File: src/rtl/wp_guard_pkg.sv
// Shared parameters and types for the paged write-protect guard.
package wp_guard_pkg;
    localparam int unsigned DEF_ADDR_W    = 15;  // 32 KB byte address
    localparam int unsigned DEF_PAGE_LSB  = 10;  // 1 KB pages
    localparam int unsigned DEF_NUM_PAGES = 32;

    // Which agent owns the memory write port in a cycle.
    typedef enum logic [1:0] {
        SRC_IDLE  = 2'd0,
        SRC_BUS   = 2'd1,
        SRC_ERASE = 2'd2
    } wp_src_e;
endpackage

File: src/rtl/wp_prot_reg.sv
// Set-only protect map. Each register write ORs its data into the map;
// nothing but a synchronous reset clears a bit.
// Assumes: one write strobe, data already aligned to page bit order.
module wp_prot_reg #(
    parameter int unsigned NUM_PAGES = 32
) (
    input  logic                 clk,
    input  logic                 rst_n,
    input  logic                 set_we,
    input  logic [NUM_PAGES-1:0] set_bits,
    output logic [NUM_PAGES-1:0] prot_q
);
    // Accumulate set requests; reset is the only way back to zero.
    always_ff @(posedge clk) begin
        if (!rst_n) begin
            prot_q <= '0;
        end else if (set_we) begin
            prot_q <= prot_q | set_bits;
        end
    end

    // no protect bit drops while out of reset.
    a_r3_no_clear: assert property (@(posedge clk) disable iff (!rst_n)
        1'b1 |=> ((prot_q & $past(prot_q)) == $past(prot_q)));

    // every bit written as one is held the cycle after.
    a_r2_set_visible: assert property (@(posedge clk) disable iff (!rst_n)
        set_we |=> ((prot_q & $past(set_bits)) == $past(set_bits)));
endmodule

File: src/rtl/wp_page_check.sv
// Page decoder and protect lookup. Extracts the page index from the byte
// address, expands it to a one-hot page select and reports whether the
// selected page is protected.
// Assumes: NUM_PAGES is a power of two and fits above PAGE_LSB in ADDR_W.
module wp_page_check #(
    parameter int unsigned ADDR_W    = 15,
    parameter int unsigned PAGE_LSB  = 10,
    parameter int unsigned NUM_PAGES = 32
) (
    input  logic [ADDR_W-1:0]    addr,
    input  logic [NUM_PAGES-1:0] prot,
    output logic                 hit
);
    localparam int unsigned PAGE_W = $clog2(NUM_PAGES);

    logic [PAGE_W-1:0]    page_idx;
    logic [NUM_PAGES-1:0] page_sel;

    // Page index is the address field directly above the in-page offset.
    always_comb begin
        page_idx = addr[PAGE_LSB +: PAGE_W];
    end

    // One comparator per page builds the select vector.
    for (genvar p = 0; p < NUM_PAGES; p++) begin : g_dec
        assign page_sel[p] = (page_idx == PAGE_W'(p));
    end

    // Protected when the selected page has its bit set.
    always_comb begin
        hit = |(page_sel & prot);
    end

    // the decoder selects exactly one page for any address.
    always_comb begin
        a_r4_one_page: assert ($countones(page_sel) == 1);
    end
endmodule

File: src/rtl/wp_guard.sv
// Top of the paged write-protect guard. Arbitrates the SRAM write port
// between the erase engine (priority, ignores protection) and the bus,
// blocks bus writes to protected pages and flags them with a one-cycle
// error that coincides with the accepted handshake.
// Assumes: erase_we is held by the erase engine for each word it clears;
// the bus holds its request while bus_ready is low.
module wp_guard
    import wp_guard_pkg::*;
#(
    parameter int unsigned ADDR_W    = DEF_ADDR_W,
    parameter int unsigned PAGE_LSB  = DEF_PAGE_LSB,
    parameter int unsigned NUM_PAGES = DEF_NUM_PAGES
) (
    input  logic                 clk,
    input  logic                 rst_n,
    input  logic                 cfg_we,
    input  logic [NUM_PAGES-1:0] cfg_wdata,
    output logic [NUM_PAGES-1:0] prot_map,
    input  logic                 bus_req,
    input  logic                 bus_we,
    input  logic [ADDR_W-1:0]    bus_addr,
    output logic                 bus_ready,
    output logic                 bus_err,
    input  logic                 erase_we,
    input  logic [ADDR_W-1:0]    erase_addr,
    output logic                 mem_we,
    output logic [ADDR_W-1:0]    mem_addr
);
    logic    page_prot;
    wp_src_e src;

    wp_prot_reg #(
        .NUM_PAGES (NUM_PAGES)
    ) i_prot_reg (
        .clk      (clk),
        .rst_n    (rst_n),
        .set_we   (cfg_we),
        .set_bits (cfg_wdata),
        .prot_q   (prot_map)
    );

    wp_page_check #(
        .ADDR_W    (ADDR_W),
        .PAGE_LSB  (PAGE_LSB),
        .NUM_PAGES (NUM_PAGES)
    ) i_page_check (
        .addr (bus_addr),
        .prot (prot_map),
        .hit  (page_prot)
    );

    // Pick the owner of the write port: erase first, then bus writes.
    always_comb begin
        if (erase_we) begin
            src = SRC_ERASE;
        end else if (bus_req && bus_we) begin
            src = SRC_BUS;
        end else begin
            src = SRC_IDLE;
        end
    end

    // Bus is stalled for the whole erase.
    always_comb begin
        bus_ready = !erase_we;
    end

    // Gate the write enable and raise the error on blocked bus writes.
    always_comb begin
        mem_we  = 1'b0;
        bus_err = 1'b0;
        unique case (src)
            SRC_ERASE: mem_we  = 1'b1;
            SRC_BUS:   begin
                mem_we  = !page_prot;
                bus_err = page_prot;
            end
            default:   ;
        endcase
    end

    // Address follows the owner; reads use the bus address.
    always_comb begin
        mem_addr = erase_we ? erase_addr : bus_addr;
    end

    // an error response never comes with a memory write.
    a_r5_block: assert property (@(posedge clk) disable iff (!rst_n)
        bus_err |-> !mem_we);

    // reads see no error and cause no write.
    a_r7_read_quiet: assert property (@(posedge clk) disable iff (!rst_n)
        (bus_req && !bus_we && !erase_we) |-> (!bus_err && !mem_we));

    // erase writes regardless of protection and holds the bus.
    a_r8_erase_wins: assert property (@(posedge clk) disable iff (!rst_n)
        erase_we |-> (mem_we && !bus_err && !bus_ready));

    // errors only answer accepted bus writes.
    a_r9_err_source: assert property (@(posedge clk) disable iff (!rst_n)
        bus_err |-> (bus_req && bus_we && bus_ready));
endmodule

File: config.mk
export PLATFORM = sky130hd
export DESIGN_NAME = wp_guard
export DESIGN_NICKNAME = d
export VERILOG_FILES = /design/src/rtl/wp_guard_pkg.sv /design/src/rtl/wp_prot_reg.sv /design/src/rtl/wp_page_check.sv /design/src/rtl/wp_guard.sv
export SDC_FILE = /design/constraint.sdc
export NUM_CORES = 1
export LEC_CHECK = 0
export ABC_AREA = 0
export BUFFER_PORTS_ARGS = -buffer_cell sky130_fd_sc_hd__buf_2
export CAP_MARGIN = 20
export CORE_MARGIN = 5
export CORE_UTILIZATION = 45
export CTS_BUF_LIST = sky130_fd_sc_hd__clkbuf_8
export CTS_CLUSTER_DIAMETER = 40
export DETAILED_ROUTE_END_ITERATION = 7
export PLACE_DENSITY_LB_ADDON = 0.08
export SKIP_CTS_REPAIR_TIMING = 1
export SYNTH_ARGS = -nofsm -noshare
export SYNTH_HDL_FRONTEND = slang
export SYNTH_SLANG_ARGS = --single-unit
File: constraint.sdc
create_clock -name clk -period 4.4 [get_ports clk]
set_input_delay 0.44 -clock clk [delete_from_list [all_inputs] [get_ports clk]]
set_output_delay 0.44 -clock clk [all_outputs]
set_load 0.02 [all_outputs]
==> reports/metrics.csv, run 1 <==
metric,value,unit
area fraction in compound gates after synthesis,17.49,%
RSZ-0062 raised after global routing,false,
crit-path max cell delay,0.38,ns
hpwl dp,3798,µm
Final setup violation count,0,
min Tclk post-route,2.695,ns
post-synthesis mux area share,15.63,%
"Reg clk slew, reported paths",0.07,ns
WHS,0.4049,ns
Synth Net Count,243,
Pwr Density,320.1,nW/µm²
Worst setup EP type,primary output,
n_diodes,0,
max-slew violations,0,
drc violations,0,
vias in the first global route,1575,
Root Driver,clkbuf_8,
Slowest cell on crit path,mux2_2,
"Cell Chain, Critical Path",buf_2 > mux2_2 > a221o_1 > a311oi_1 > a22oi_1 > nor3b_2 > buf_2,
register bit total from synthesis,32,
die area,4891,µm²
"Seq/Total Area, Yosys",39.63,%
"Req. time, crit path",3.96,ns
Die Ht,69.94,µm
Top Registers,i_prot_reg.prot_q (32),
warnings from Yosys,0,
Die W,69.94,µm
initial antenna violation count,0,
clk_lat worst skew,0.28,ns
Top reg by flops,i_prot_reg.prot_q,
startpoint types,primary input,
clk buf depth,2,
1st-iter DRT viols,40,
worst r2r dst,i_prot_reg.prot_q[21],
switching power of the nets,0.2174,mW
peak supply drop,272.7,µV
skew final,0,ns
arrival time at the worst endpoint,2.26,ns
Tcrit/Tclk final,61.26,%
synthesized-area fraction occupied by adder cells,0,%
H-tree depth,2,
CTS tree,yes,
Max-Cap Viols,0,
Clock Power Share,30.8,%
Worst Path Max Fanout,22,
slew margin rel.,63.42,%
Simple-Gate Fraction of Synth Area,22.52,%
Final WS setup,1.705,ns
I/O Buffers,117,
R2R Path Start,i_prot_reg.prot_q[21],
Clock Sinks,32,
Post-DRT Antenna Nets,0,
Critical Path Sink,bus_err,
area grow syn2layout,41.10,%
post-synthesis xor/xnor area fraction,0,%
max FFs per register,32,
Synth Cell Area,1617,µm²
Rows,21,
share of layout cells above drive strength 1,50.70,%
drt first pass iters,4,
Seq pwr share,44.6,%
wire per inst,14.89,µm
Place WS,1.716,ns
initial core utilization,47.33,%
Comb pwr share,24.6,%
Cell Int Power,0.5127,mW
final wirelength,4942,µm
Sw Ratio,29.78,%
Avg Inst Size Synth,9.237,µm²
routability congestion estimate,0.7824,
Worst path most repeated cell,buf_2,
CTS buffer count,5,
largest net degree at the start of global routing,33,
Worst R2R Path Depth,2,
Vias/cell,5.033,
Mapped Cells,175,
maximum clock frequency,371.0,MHz
largest family of logic cells by synthesized area,simple AND/OR/NAND/NOR gates,
Sum Neg Setup Slack,0,ns
WS Path Type,in2out,
CP Launch Point,bus_addr[13],
vias,1671,
first-pass GRT wire length,7831,µm
Fin. Hold Viols,0,
nets,353,
gr usage total,19.64,%
status,"complete, no violations",
grt total ovfl,0,
leakage power,1.112,nW
final instance area,2281,µm²
R2R Setup Slk,3.75,ns
IO Pins,118,
Slew @ Worst Pin,0.5487,ns
CORE AREA,3416,µm²
count of different cell masters after synthesis,35,
placed instance area,2191,µm²
HP Class,in2reg,
==> per-stage QoR <==
stage / util, % / total power, mW / std cells
floorplan: - / 0.4404 / 175
global placement: 64.14 / 0.5111 / 324
CTS: 66.78 / 0.7368 / 332
detailed placement: 64.14 / 0.5124 / 324
finish: 66.78 / 0.7301 / 332
global route: 66.78 / 0.7655 / 332
==> critical path: cells and delay by family <==
family / cells / cell delay (ns)
muxes: 1 / 0.38
and+or+nand+nor: 1 / 0.20
buffers and inverters: 2 / 0.49
AOI/OAI and AO/OA: 3 / 0.74
==> cells in the final DEF, fill, tap and decap left out, types with 3 or more instances in the layout <==
cell / Yosys / layout
a21oi_1: 33 / 33
buf_2: 4 / 117
clkbuf_8: 0 / 6
dfxtp_1: 32 / 32
inv_1: 2 / 4
mux2_2: 18 / 18
mux2i_1: 5 / 5
nand2_1: 3 / 3
nand3_1: 3 / 3
nor2b_1: 34 / 34
==> how the worst min path moves through the flow <==
stage                          start               endpoint  cells past startpoint
3_3_place_gp   i_prot_reg.prot_q[21]  i_prot_reg.prot_q[21]                      2
4_1_cts                cfg_wdata[20]  i_prot_reg.prot_q[20]                      3
6_report               cfg_wdata[19]  i_prot_reg.prot_q[19]                      3
3_5_place_dp    i_prot_reg.prot_q[3]   i_prot_reg.prot_q[3]                      2
2_1_floorplan                  rst_n  i_prot_reg.prot_q[19]                      1
5_1_grt                cfg_wdata[19]  i_prot_reg.prot_q[19]                      3
==> cell usage after synthesis <==
| library cell | n | area share [%] |
|---|---|---|
| nor3b_1 | 2 | 0.93 |
| or4b_1 | 1 | 0.62 |
| a221o_1 | 1 | 0.62 |
| a31o_2 | 2 | 1.1 |
| nor3b_2 | 1 | 0.77 |
| a22oi_1 | 1 | 0.46 |
| o311ai_0 | 1 | 0.54 |
| mux2_2 | 18 | 13 |
| and4b_1 | 1 | 0.62 |
| buf_4 | 1 | 0.46 |
| mux2i_1 | 5 | 3.1 |
| a32o_1 | 1 | 0.62 |
| nand3b_1 | 2 | 0.93 |
| nand4_1 | 2 | 0.77 |
| buf_2 | 4 | 1.2 |
| clkbuf_1 | 8 | 1.9 |
| nor2_1 | 1 | 0.23 |
| or3b_1 | 1 | 0.54 |
| a21oi_1 | 33 | 10 |
| nand3_1 | 3 | 0.93 |
| buf_6 | 1 | 0.70 |
| nor3_1 | 2 | 0.62 |
| a31oi_1 | 2 | 0.77 |
| a311oi_1 | 1 | 0.54 |
| nand2_1 | 3 | 0.70 |
| dfxtp_1 | 32 | 40 |
| nor4bb_1 | 1 | 0.62 |
| o22ai_1 | 1 | 0.39 |
| and3b_1 | 2 | 1.1 |
| o21ai_1 | 1 | 0.31 |
| inv_1 | 2 | 0.46 |
| nor2b_1 | 34 | 13 |
| o21ai_0 | 1 | 0.31 |
| o221a_2 | 1 | 0.70 |
| o211ai_1 | 2 | 0.93 |
==> cell type report <==
type / count / area (µm²)
Fill cell: 335 / 1135
Multi-Input combinational cell: 127 / 899.6
Clock inverter: 2 / 7.507
Timing Repair Buffer: 117 / 585.6
Inverter: 2 / 7.507
Tap cell: 46 / 57.56
Sequential cell: 32 / 640.6
Clock buffer: 6 / 82.58
==> metal layers <==
layer / wire length [µm] / global-route usage [%]
met5: 0 / 0
met4: 46 / 5.106
met3: 441 / 7.030
met2: 2354 / 33.05
met1: 2099 / 23.68
==> power groups by stage <==
stage	Combinational [mW]	Clock [mW]	Sequential, mW
2_1_floorplan	0.0872	0	0.353
3_3_place_gp	0.179	0	0.333
3_5_place_dp	0.180	0	0.332
4_1_cts	0.182	0.229	0.326
5_1_grt	0.196	0.241	0.328
6_report	0.180	0.225	0.326
==> logic make-up after synthesis <==
logic type / Yosys count
and+or+nand+nor: 56
DFF: 32
buffers and inverters: 16
AOI/OAI and AO/OA: 48
muxes: 23
No activity file was read; power rests on OpenSTA's default activity.
==> inputs of run 2 (changes only) <==
--- a/config.mk
+++ b/config.mk
@@ -9,7 +9,7 @@
 export BUFFER_PORTS_ARGS = -buffer_cell sky130_fd_sc_hd__buf_2
 export CAP_MARGIN = 20
 export CORE_MARGIN = 5
-export CORE_UTILIZATION = 45
+export CORE_UTILIZATION = 38
 export CTS_BUF_LIST = sky130_fd_sc_hd__clkbuf_8
 export CTS_CLUSTER_DIAMETER = 40
 export DETAILED_ROUTE_END_ITERATION = 7
==> constraint.sdc (replaced) <==
create_clock -name clk -period 2.4 [get_ports clk]
set_input_delay 0.24 -clock clk [delete_from_list [all_inputs] [get_ports clk]]
set_output_delay 0.24 -clock clk [all_outputs]
set_load 0.02 [all_outputs]
==> run 2 against run 1 <==
Power grew 82%. Utilization is 9.9 points lower. Largest cell class unchanged. Hold slack worse by 0.19 ns. Clock skew stayed put. Sequential share of layout area decreased by 0.33 points. First-iteration DRC count up 75%. Largest power group unchanged. Combinational power grew 86%.
==> reports/metrics.csv, run 2 (synthesis results as in run 1) <==
metric,value,unit,change
startpoint types,primary input,,unchanged
Cell Int Power,0.9430,mW,was 0.5127 mW
Seq pwr share,44.9,%,was 44.6%
Top Registers,i_prot_reg.prot_q (32),,unchanged
Place WS,0.2149,ns,was 1.716 ns
IO Pins,118,,unchanged
Clock Power Share,30.0,%,was 30.8%
WS Path Type,in2out,,unchanged
Worst Path Max Fanout,15,,was 22
total power,1.331,mW,was 0.7301 mW
beginning of the worst hold path,cfg_wdata[1],,was cfg_wdata[19]
Final setup violation count,0,,unchanged
CP Launch Point,bus_addr[13],,unchanged
"Reg clk slew, reported paths",0.06,ns,was 0.07 ns
slew margin rel.,61.47,%,was 63.42%
final wirelength,5041,µm,was 4942 µm
min Tclk post-route,2.194,ns,
n_diodes,0,,unchanged
placed instance area,2218,µm²,was 2191 µm²
Root Driver,clkbuf_8,,unchanged
drt first pass iters,4,,unchanged
Final WS setup,0.2063,ns,was 1.705 ns
peak supply drop,466.0,µV,was 272.7 µV
R2R Path Start,i_prot_reg.prot_q[22],,was i_prot_reg.prot_q[21]
Fin. Hold Viols,0,,unchanged
Die Ht,75.23,µm,was 69.94 µm
Filler Cells Inserted,382,,was 335
max-slew violations,0,,unchanged
largest net degree at the start of global routing,33,,unchanged
"Req. time, crit path",2.16,ns,was 3.96 ns
initial antenna violation count,0,,unchanged
most frequent cells in the layout,"buf_2 (117), nor2b_1 (34), a21oi_1 (33)",,unchanged
wire per inst,14.87,µm,was 14.89 µm
clk_lat worst skew,0.27,ns,was 0.28 ns
hpwl dp,3932,µm,was 3798 µm
skew final,0,ns,unchanged
first-pass GRT wire length,7300,µm,was 7831 µm
Vias/cell,4.947,,was 5.033
grt total ovfl,0,,unchanged
clk buf depth,2,,unchanged
nets,356,,was 353
1st-iter DRT viols,70,,was 40
max FFs per register,32,,unchanged
status,"complete, no violations",,unchanged
Slew @ Worst Pin,0.5780,ns,was 0.5487 ns
Die W,75.23,µm,was 69.94 µm
Top reg by flops,i_prot_reg.prot_q,,unchanged
arrival time at the worst endpoint,1.95,ns,was 2.26 ns
I/O Buffers,117,,unchanged
vias in the first global route,1570,,was 1575
HP Class,in2reg,,unchanged
final instance area,2308,µm²,was 2281 µm²
CORE AREA,4058,µm²,was 3416 µm²
CTS buffer count,5,,unchanged
Sum Neg Setup Slack,0,ns,unchanged
routability congestion estimate,0.7672,,was 0.7824
Clock Sinks,32,,unchanged
die area,5659,µm²,was 4891 µm²
Post-DRT Antenna Nets,0,,unchanged
H-tree depth,2,,unchanged
drc violations,0,,unchanged
gr usage total,16.92,%,was 19.64%
Pwr Density,576.5,nW/µm²,was 320.1 nW/µm²
Sw Ratio,29.14,%,was 29.78%
vias,1677,,was 1671
area grow syn2layout,42.80,%,was 41.10%
Worst setup EP type,primary output,,unchanged
initial core utilization,39.84,%,was 47.33%
Tcrit/Tclk final,91.40,%,
switching power of the nets,0.3878,mW,was 0.2174 mW
Rows,23,,was 21
Comb pwr share,25.2,%,was 24.6%
share of layout cells above drive strength 1,51.21,%,was 50.70%
RSZ-0062 raised after global routing,false,,unchanged
"commonest non-fill, non-tap cell in the layout",buf_2,,unchanged
Max-Cap Viols,0,,unchanged
leakage power,1.127,nW,was 1.112 nW
maximum clock frequency,455.9,MHz,
CTS tree,yes,,unchanged
-- run 2: cell count changes in the layout (fill, tap and decap cells not counted) --
cell,before,now
buf_4,0,3
-- run 2: stage by stage --
step	utilization (%)	hold WS, ns	instances
2_1_floorplan	-	0.3682	175
3_3_place_gp	54.67	0.4917	331
3_5_place_dp	54.67	0.4981	331
4_1_cts	56.89	0.2139	339
5_1_grt	56.89	0.2140	339
6_report	56.89	0.2172	339
-- run 2: power by group through the flow --
stage | Clock [mW] | Combinational (mW) | Sequential [mW]
global route | 0.439 | 0.365 | 0.602
floorplan | 0 | 0.160 | 0.648
finish | 0.399 | 0.335 | 0.597
detailed placement | 0 | 0.337 | 0.609
global placement | 0 | 0.335 | 0.610
CTS | 0.411 | 0.339 | 0.598
-- run 2: worst paths after layout --
kind,end,slack [ns],cells past startpoint
worst max-delay path,bus_err,0.21,7
worst min-delay path,i_prot_reg.prot_q[1],0.22,3
worst max register to register,i_prot_reg.prot_q[22],1.76,2
worst min register to register,i_prot_reg.prot_q[3],0.51,2
-- run 2: cell type report --
class | count | area (µm²) | share of cell area, %
inverters | 2 | 7.507 | 0.3252
repair buffers | 120 | 608.1 | 26.34
multi-input cells | 127 | 899.6 | 38.97
clock buffers | 6 | 82.58 | 3.577
flip-flops and latches | 32 | 640.6 | 27.75
clock inverters | 2 | 7.507 | 0.3252
well taps | 50 | 62.56 | 2.710
-- run 2: metal layers --
layer,part of all wire [%],track usage (%)
met1,39,19.77
met3,13,6.142
met5,0,0
met2,48,29.79
met4,0.42,3.495
-- run 2: worst max-delay path: stages --
cell and delay [ns]:
buf_2 0.25, mux2_2 0.37, a221o_1 0.28, a311oi_1 0.28, a22oi_1 0.17, nor3b_2 0.19
buf_2 0.17
==> inputs of run 3 (changes only) <==
--- a/config.mk
+++ b/config.mk
@@ -9,11 +9,12 @@
 export BUFFER_PORTS_ARGS = -buffer_cell sky130_fd_sc_hd__buf_2
 export CAP_MARGIN = 20
 export CORE_MARGIN = 5
-export CORE_UTILIZATION = 38
-export CTS_BUF_LIST = sky130_fd_sc_hd__clkbuf_8
+export CORE_UTILIZATION = 36
+export CTS_BUF_LIST = sky130_fd_sc_hd__clkbuf_8 sky130_fd_sc_hd__clkbuf_16
 export CTS_CLUSTER_DIAMETER = 40
 export DETAILED_ROUTE_END_ITERATION = 7
 export PLACE_DENSITY_LB_ADDON = 0.08
+export RECOVER_POWER = 50
 export SKIP_CTS_REPAIR_TIMING = 1
 export SYNTH_ARGS = -nofsm -noshare
 export SYNTH_HDL_FRONTEND = slang
==> run 3 against run 2 <==
Critical path depth down 1. Highest routed layer unchanged. Global-route usage down 0.55 points. Critical endpoint unchanged. Register-to-register slack about the same.
==> reports/metrics.csv, run 3 (synthesis results as in run 1) <==
metric,value,unit,change
first-pass GRT wire length,8017,µm,was 7300 µm
leakage power,1.087,nW,was 1.127 nW
wire per inst,14.36,µm,was 14.87 µm
max-slew violations,0,,unchanged
HP Class,in2reg,,unchanged
status,"complete, no violations",,unchanged
Pwr Density,584.6,nW/µm²,was 576.5 nW/µm²
largest net degree at the start of global routing,33,,unchanged
nets,356,,unchanged
vias in the first global route,1690,,was 1570
WS Path Type,reg2out,,was in2out
share of layout cells above drive strength 1,48.44,%,was 51.21%
dpl cells,333,,was 331
routability congestion estimate,0.7845,,was 0.7672
CP top delay family,compound AO/OA/AOI/OAI gates,,unchanged
final wirelength,4898,µm,was 5041 µm
Sum Neg Setup Slack,0,ns,unchanged
slew margin rel.,9.683,%,was 61.47%
H-tree depth,2,,unchanged
Final WS setup,0.1878,ns,was 0.2063 ns
CORE AREA,4354,µm²,was 4058 µm²
vias,1693,,was 1677
1st-iter DRT viols,56,,was 70
die area,5931,µm²,was 5659 µm²
drc violations,0,,unchanged
CP Launch Point,i_prot_reg.prot_q[14],,was bus_addr[13]
fin util,52.84,%,was 56.89%
RSZ-0062 raised after global routing,false,,unchanged
"Req. time, crit path",2.16,ns,about the same
initial antenna violation count,0,,unchanged
Slowest cell on crit path,dfxtp_1,,was mux2_2
gr usage total,16.37,%,was 16.92%
"Cell Count, Final, Fillers Out",341,,was 339
Place WS,0.2905,ns,was 0.2149 ns
Max-Cap Viols,0,,unchanged
maximum clock frequency,452.0,MHz,was 455.9 MHz
Post-DRT Antenna Nets,0,,unchanged
R2R Setup Slk,1.75,ns,was 1.76 ns
Final setup violation count,0,,unchanged
drt first pass iters,4,,unchanged
IO Pins,118,,unchanged
Die W,77.01,µm,was 75.23 µm
"Reg clk slew, reported paths",0.06,ns,about the same
peak supply drop,341.2,µV,was 466.0 µV
Vias/cell,4.965,,was 4.947
Fin. Hold Viols,0,,unchanged
WHS,0.2147,ns,was 0.2172 ns
R2R Path Start,i_prot_reg.prot_q[27],,was i_prot_reg.prot_q[22]
Crit path depth,6,,was 7
max FFs per register,32,,unchanged
Buf/Inv on CP,1,,was 2
I/O Buffers,117,,unchanged
clk buf depth,2,,unchanged
worst r2r dst,i_prot_reg.prot_q[27],,was i_prot_reg.prot_q[22]
Root Driver,clkbuf_8,,unchanged
startpoint types,flip-flop,,was primary input
Top Registers,i_prot_reg.prot_q (32),,unchanged
Die Ht,77.01,µm,was 75.23 µm
hpwl dp,3840,µm,was 3932 µm
Slew @ Worst Pin,1.355,ns,was 0.5780 ns
CTS buffer count,5,,unchanged
initial core utilization,37.13,%,was 39.84%
Critical Path Sink,bus_err,,unchanged
Rows,24,,was 23
arrival time at the worst endpoint,1.97,ns,was 1.95 ns
crit-path max cell delay,0.33,ns,was 0.37 ns
min Tclk post-route,2.212,ns,was 2.194 ns
CTS tree,yes,,unchanged
grt total ovfl,0,,unchanged
"Cell Chain, Critical Path",mux2_2 > a221o_1 > a311oi_1 > a22oi_1 > nor3b_2 > buf_2,,was buf_2 > mux2_2 > a221o_1 > a311oi_1 > a22oi_1 > nor3b_2 > buf_2
Top reg by flops,i_prot_reg.prot_q,,unchanged
Worst Path Max Fanout,3,,was 15
skew final,0,ns,unchanged
most frequent cells in the layout,"buf_2 (107), nor2b_1 (34), a21oi_1 (33)",,"was buf_2 (117), nor2b_1 (34), a21oi_1 (33)"
Worst setup EP type,primary output,,unchanged
Worst R2R Path Depth,2,,unchanged
"commonest non-fill, non-tap cell in the layout",buf_2,,unchanged
clk_lat worst skew,0.28,ns,was 0.27 ns
Tcrit/Tclk final,92.18,%,was 91.40%
n_diodes,0,,unchanged
area grow syn2layout,42.34,%,was 42.80%
Clock Sinks,32,,unchanged
==> run 3: changes by cell type in the layout (fill, tap and decap cells not counted), sizes merged <==
cell / before / now
inv: 4 / 2
clkbuf: 6 / 16
clkinv: 0 / 2
buf: 120 / 110
==> run 3: worst min path at each step <==
stage	start	to	slack [ns]	cells after the start
after floorplan	rst_n	i_prot_reg.prot_q[19]	0.37	1
after global placement	cfg_wdata[8]	i_prot_reg.prot_q[8]	0.49	3
after detailed placement	cfg_wdata[18]	i_prot_reg.prot_q[18]	0.50	3
after CTS	cfg_wdata[10]	i_prot_reg.prot_q[10]	0.20	3
after global routing	cfg_wdata[11]	i_prot_reg.prot_q[11]	0.20	3
final	cfg_wdata[8]	i_prot_reg.prot_q[8]	0.21	3
==> run 3: power breakdown <==
group,leakage (nW),switching [mW],internal (mW)
combinational,0.771,0.184,0.147
sequential,0.265,0.0284,0.568
clock,0.0510,0.189,0.228
==> run 3: cell type report <==
type / instances / area (µm²)
clock buffers: 6 / 82.58
fillers: 447 / 2053
flip-flops and latches: 32 / 640.6
well taps: 52 / 65.06
multi-input cells: 127 / 899.6
inverters: 2 / 7.507
clock inverters: 2 / 10.01
repair buffers: 120 / 595.6
==> run 3: tightest hold or removal path, cell delays in order <==
cell     delay (ns)
buf_2          0.08
a21oi_1        0.05
nor2b_1        0.09
==> run 3: routing by layer <==
metal	vias up	global-route usage [%]	routed length [µm]
met5	-	0	0
met4	0	4.811	56
met3	6	6.909	569
met2	88	25.89	2179
met1	743	20.23	2093
li1	856	-	-
==> run 3: stage by stage <==
step                      power (mW)  cell area (µm²)
after CTS                      1.367             2313
after global routing           1.427             2301
after global placement        0.9445             2221
after detailed placement      0.9463             2221
final                          1.345             2301
after floorplan               0.8075             1617
